`config.mk`:
```
export PLATFORM = sky130hd
export DESIGN_NAME = dual_xbar_switch
export DESIGN_NICKNAME = d
export VERILOG_FILES = /design/src/rtl/dual_xbar_switch.sv
export SDC_FILE = /design/constraint.sdc
export NUM_CORES = 2
export LEC_CHECK = 0
export ABC_AREA = 1
export BUFFER_PORTS_ARGS = -buffer_cell sky130_fd_sc_hd__buf_2
export CORE_MARGIN = 2
export CORE_UTILIZATION = 30
export DETAILED_ROUTE_END_ITERATION = 10
export GPL_ROUTABILITY_DRIVEN = 1
export SETUP_SLACK_MARGIN = 0.3
export SYNTH_ARGS = -nofsm -noshare
export SYNTH_HDL_FRONTEND = slang
export SYNTH_SLANG_ARGS = --single-unit
export TNS_END_PERCENT = 100
```
`constraint.sdc`:
```
create_clock -name clk -period 10.4 [get_ports clk]
set_clock_uncertainty 0.1 [all_clocks]
set_input_delay 2.6 -clock clk [delete_from_list [all_inputs] [get_ports clk]]
set_output_delay 2.6 -clock clk [all_outputs]
set_load 0.02 [all_outputs]
```
`src/rtl/dual_xbar_switch.sv`:
```
module dual_xbar_switch #(
  parameter int NP    = 6,
  parameter int W     = 8,
  parameter int DEPTH = 2,
  localparam int IW   = $clog2(NP)
) (
  input  logic             clk,
  input  logic             rst_n,
  input  logic             pri_fault,
  input  logic             sec_fault,
  input  logic [NP-1:0]    in_valid,
  output logic [NP-1:0]    in_ready,
  input  logic [NP*IW-1:0] in_dest,
  input  logic [NP*W-1:0]  in_data,
  output logic [NP-1:0]    out_valid,
  output logic [NP-1:0]    out_sec,
  output logic [NP*IW-1:0] out_src,
  output logic [NP*W-1:0]  out_data,
  output logic             xbar_err
);
  localparam int AW = (DEPTH > 1) ? $clog2(DEPTH) : 1;
  localparam int CW = $clog2(DEPTH + 1);
  localparam int EW = IW + W;

  function automatic logic [NP-1:0] rr_pick(input logic [NP-1:0] req, input logic [IW-1:0] ptr);
    rr_pick = '0;
    for (int k = NP - 1; k >= 0; k--) begin
      int idx;
      idx = (int'(ptr) + k) % NP;
      if (req[idx]) begin
        rr_pick = '0;
        rr_pick[idx] = 1'b1;
      end
    end
  endfunction

  function automatic logic [IW-1:0] enc(input logic [NP-1:0] oh);
    enc = '0;
    for (int k = 0; k < NP; k++)
      if (oh[k]) enc = IW'(k);
  endfunction

  function automatic logic [IW-1:0] after(input logic [IW-1:0] w);
    after = IW'((int'(w) + 1) % NP);
  endfunction

  logic [NP-1:0] p_req [NP];
  logic [NP-1:0] p_gnt [NP];
  logic [NP-1:0] s_req [NP];
  logic [NP-1:0] s_gnt [NP];
  logic [IW-1:0] p_ptr [NP];
  logic [IW-1:0] s_ptr [NP];
  logic [NP-1:0] p_win, p_busy, pop, push, full;

  logic [EW-1:0] mem [NP][DEPTH];
  logic [AW-1:0] wp  [NP];
  logic [AW-1:0] rp  [NP];
  logic [CW-1:0] cnt [NP];

  always_comb begin
    p_win  = '0;
    p_busy = '0;
    for (int j = 0; j < NP; j++) begin
      for (int i = 0; i < NP; i++)
        p_req[j][i] = !pri_fault && in_valid[i] && (in_dest[i*IW +: IW] == IW'(j));
      p_gnt[j]  = rr_pick(p_req[j], p_ptr[j]);
      p_win     = p_win | p_gnt[j];
      p_busy[j] = |p_gnt[j];
    end
  end

  always_comb begin
    pop = '0;
    for (int j = 0; j < NP; j++) begin
      for (int i = 0; i < NP; i++)
        s_req[j][i] = !sec_fault && (cnt[i] != '0) && !p_busy[j] &&
                      (mem[i][rp[i]][W +: IW] == IW'(j));
      s_gnt[j] = rr_pick(s_req[j], s_ptr[j]);
      pop      = pop | s_gnt[j];
    end
  end

  always_comb
    for (int i = 0; i < NP; i++) full[i] = (cnt[i] == CW'(DEPTH));

  assign push     = in_valid & ~p_win & ~full & {NP{!sec_fault}};
  assign in_ready = p_win | (~full & {NP{!sec_fault}});
  assign xbar_err = pri_fault & sec_fault;

  always_ff @(posedge clk)
    for (int i = 0; i < NP; i++)
      if (push[i]) mem[i][wp[i]] <= {in_dest[i*IW +: IW], in_data[i*W +: W]};

  always_ff @(posedge clk) begin
    if (!rst_n) begin
      for (int i = 0; i < NP; i++) begin
        wp[i]  <= '0;
        rp[i]  <= '0;
        cnt[i] <= '0;
      end
    end else begin
      for (int i = 0; i < NP; i++) begin
        if (push[i]) wp[i] <= (wp[i] == AW'(DEPTH - 1)) ? '0 : wp[i] + 1'b1;
        if (pop[i])  rp[i] <= (rp[i] == AW'(DEPTH - 1)) ? '0 : rp[i] + 1'b1;
        cnt[i] <= cnt[i] + CW'(push[i]) - CW'(pop[i]);
      end
    end
  end

  always_ff @(posedge clk) begin
    if (!rst_n) begin
      out_valid <= '0;
      out_sec   <= '0;
      out_src   <= '0;
      out_data  <= '0;
      for (int j = 0; j < NP; j++) begin
        p_ptr[j] <= '0;
        s_ptr[j] <= '0;
      end
    end else begin
      for (int j = 0; j < NP; j++) begin
        logic [IW-1:0] pw, sw;
        pw = enc(p_gnt[j]);
        sw = enc(s_gnt[j]);
        if (p_busy[j]) begin
          out_valid[j]           <= 1'b1;
          out_sec[j]             <= 1'b0;
          out_src[j*IW +: IW]    <= pw;
          out_data[j*W +: W]     <= in_data[pw*W +: W];
          p_ptr[j]               <= after(pw);
        end else if (|s_gnt[j]) begin
          out_valid[j]           <= 1'b1;
          out_sec[j]             <= 1'b1;
          out_src[j*IW +: IW]    <= sw;
          out_data[j*W +: W]     <= mem[sw][rp[sw]][W-1:0];
          s_ptr[j]               <= after(sw);
        end else begin
          out_valid[j]           <= 1'b0;
        end
      end
    end
  end

  a_r8_err_quiet: assert property (@(posedge clk) disable iff (!rst_n)
    (pri_fault && sec_fault) |=> (out_valid == '0));

  a_r6_pri_bypassed: assert property (@(posedge clk) disable iff (!rst_n)
    pri_fault |=> ((out_valid & ~out_sec) == '0));

  a_r7_sec_bypassed: assert property (@(posedge clk) disable iff (!rst_n)
    sec_fault |=> ((out_valid & out_sec) == '0));

  for (genvar g = 0; g < NP; g++) begin : g_chk
    a_r9_fifo_bound: assert property (@(posedge clk) disable iff (!rst_n)
      cnt[g] <= CW'(DEPTH));
    a_r9_full_stalls: assert property (@(posedge clk) disable iff (!rst_n)
      (cnt[g] == CW'(DEPTH) && !pop[g]) |=> (cnt[g] == CW'(DEPTH)));
  end
endmodule

```
==> impl_summary.txt <==
----------------------------------------------------
[Worst setup path]
  Data required, critical path ... ~7.7 ns
  Crit path launch type ... input port
  Worst r2r src ... p_ptr[0][0]
  Series of cell instances along the critical path ... buf_2, clkinv_2, nand2_1, nor3_1, nand2_1, o21ai_0, inv_1, o21ai_0, nand4_1, nor2_1, nor2_1, nand2_1, nand2_1, nand2_1, clkinv_1, nand4_1, nor3_1, nand2_1, buf_2
  Critical path endpoint category ... output pin
  Number of buffers and inverters on the critical path ... 5
  Data arrival time of the critical path ... ~6.2 ns
  Critical path origin ... pri_fault
  End of the worst register-to-register path ... out_data[1]
  Top fanout value on the critical path ... 18
  Slowest cell delay on critical path ... 0.59 ns
  Cell mode on critical path ... sky130_fd_sc_hd__nand2_1
  End point of the critical path ... in_ready[5]
  Gate family responsible for the most delay along the worst path ... simple AND/OR/NAND/NOR gates
  Number of cells on the critical path ... 19
  Worst reg-to-reg path cell count ... 41
  Critical-path cell with the highest stage delay ... sky130_fd_sc_hd__clkinv_1
  Crit path kind ... in2out
  Setup slack, reg-to-reg ... approximately 1.6 ns

[Synth]
  EDFF count, synth ... 175
  Per-instance average area after synthesis ... 5.886 um2
  Area of the mapped netlist ... 0.04085 mm2
  Number of warning messages in the yosys log ... 0
  Most repeated cell in the gate-level netlist after synthesis ... sky130_fd_sc_hd__nand2_1
  Fraction of synthesized cell area taken by the top area cell type ... 19.20%
  Most frequent cells after synthesis ... sky130_fd_sc_hd__nand2_1, sky130_fd_sc_hd__inv_1, sky130_fd_sc_hd__nand3_1
  Proportion of synthesized chip area in sequential cells ... 17.52%
  Synth async-reset ratio ... 0%
  Synthesized instance count ... about 7k
  Most instantiated flip-flop cell in the synthesis netlist ... sky130_fd_sc_hd__edfxtp_1
  Syn nets ... ~7.3k
  Number of flip-flops and latches in the synthesized netlist ... 270
  Top area cells in the synthesized netlist ... sky130_fd_sc_hd__nand2_1, sky130_fd_sc_hd__edfxtp_1, sky130_fd_sc_hd__nand3_1
  Library cell with the largest summed area after synthesis ... sky130_fd_sc_hd__nand2_1
  Post-synthesis cell type count ... 82

[Detailed routing]
  Number of nets with antenna violations after routing ... 0
  Via-per-instance ratio ... 5.459
  Detailed Route WL ... 196.1 mm
  Via total after detailed routing ... slightly below 50k
  First-pass DRT Iterations ... 7
  Residual DRC count ... 0
  DRC marker count from the first detailed-route iteration ... 6558
  Routed wire per std cell ... 22.28 um

[Global routing]
  Via count of the first global-routing pass ... between 40k and 50k
  Pin count of the biggest net entering global routing ... 50
  GR Overflow Total ... 0
  Total GRT Usage ... 26.95%
  Wire length of the first global-routing pass ... 284.4 mm
  Number of antenna violations at the first check in global routing ... 13

[Clock network]
  Number of buffers between clock root and the deepest sink ... 3
  Depth of the CTS H-tree ... 2
  Clock buffer count from CTS ... 34
  CTS tree ... built
  Setup Fix Bufs, Post-CTS ... 0
  Clock transition at the register clock pins on the worst setup and hold paths after CTS ... 0.06 ns
  PostCTS Resize Cnt ... 0
  Sink count of the clock tree ... 270
  Clock root buffer master ... sky130_fd_sc_hd__clkbuf_16
  CTS hold repair buffers ... 0
  Worst-Skew Late Latency ... 0.58 ns

[Floorplan]
  Num ports ... 161
  Chip Width ... 373.0 um
  Standard cell core area ... 0.1353 mm2
  Initial core utilization ... 30.20%
  Height of the die ... 373.0 um
  Die footprint ... between 0.1 and 0.15 mm2
  Number of standard-cell rows in the floorplan ... 135

[Layout]
  Core utilization of the finished layout ... 32.66%
  Final-stage net count ... 7353
  Layout-stage area growth over the synthesis result ... 8.150%
  Proportion of layout cells with a drive suffix above 1 ... 10.46%

[Place]
  Detailed-placement wirelength estimate ... between 150 and 200 mm
  Placer congestion estimate ... 1.047
  Number of input and output port buffers inserted ... 160

[STA]
  Number of max-slew violations in the final report ... 0
  Final setup violation count ... 0
  Final Hold Viols ... 0
  Unrepaired setup endpoints after global routing ... false
  Sum of negative setup slack ... 0 ns
  Slew Limit Headroom ... 9.620%
  Shortest period the worst path allows ... 8.893 ns
  Period Utilization, post-route ... 85.51%
  Max Freq ... 112.4 MHz
  Slew of the pin with the lowest slew margin ... 1.351 ns

[Flow run]
  Max-capacitance violation count ... 0

[Status]
  Outcome ... complete, no violations

[Worst hold path]
  Worst Hold Class ... reg2reg

----------------------------------------------------
sequential cells by signal, summed over array words and instances, names as in the netlist:
name	count
p_ptr	18
s_ptr	18
wp	6
cnt	12
mem	132
out_src	18
out_valid	6
out_data	48
out_sec	6
rp	6
metal layers:
| metal | GRT usage [%] | part of all wire [%] | vias to the layer above |
|---|---|---|---|
| met4 | 12.26 | 5.3 | 10 |
| met2 | 41.20 | 42 | 2523 |
| li1 | - | - | 22772 |
| met1 | 36.85 | 42 | 22283 |
| met5 | 0 | 0.031 | - |
| met3 | 4.535 | 10 | 449 |
layout make-up:
class                   instances  area, um2
fillers                     15067      91110
multi-input cells            5451      28460
flip-flops and latches        270       7157
inverters                     980       3692
well taps                    1781       2228
repair buffers                252       1516
clock buffers                  39      879.6
clock inverters                22      242.7
diodes                          4      10.01
cells by family after synthesis:
logic type | synth area share (%)
fa+ha+maj | 8.820
buf+inv | 12.88
flops | 17.52
compound gates | 14.72
simple gates | 44.45
xor+xnor | 1.464
mux | 0.1501
through the flow:
step | setup slack, ns | instances | hold WS, ns | instance area (um2)
floorplan | 2.927 | 6941 | 0.3431 | 40850
detailed placement | 1.155 | 8734 | 0.3640 | 43050
finish | 1.507 | 8799 | 0.3750 | 44180
global route | 0.9835 | 8796 | 0.3964 | 44180
global placement | 1.205 | 8734 | 0.3514 | 43050
CTS | 1.665 | 8795 | 0.3726 | 44170
tightest hold or removal path: stages (launching register included):
cell	delay [ns]
sky130_fd_sc_hd__dfxtp_1	0.31
sky130_fd_sc_hd__nand2_1	0.06
sky130_fd_sc_hd__a21oi_1	0.05
placed cells by master, fill, tap and decap left out, drive strengths merged, types with 29 or more instances in the layout:
cell type | synthesis | final
or2 | 39 | 39
o21ai | 486 | 486
clkbuf | 69 | 39
nand4 | 157 | 157
ha | 288 | 288
o211ai | 109 | 109
nor2 | 671 | 671
dfxtp | 95 | 95
a21oi | 273 | 273
nand2 | 2230 | 2230
edfxtp | 175 | 175
nor3 | 116 | 116
xor2 | 56 | 56
inv | 959 | 963
buf | 166 | 252
nand3 | 856 | 856
clkinv | 21 | 29
worst min-delay path by stage:
stage	from	to	cells past startpoint
after CTS	out_src[12]	out_src[12]	2
after global placement	cnt[0][9]	cnt[0][9]	1
after floorplan	cnt[0][1]	cnt[0][1]	1
after global routing	cnt[0][7]	cnt[0][7]	1
final	out_src[12]	out_src[12]	2
after detailed placement	out_src[12]	out_src[12]	2
Power is not shown: default switching activity piles up to over one toggle a cycle in this logic, so the estimate is an artifact.
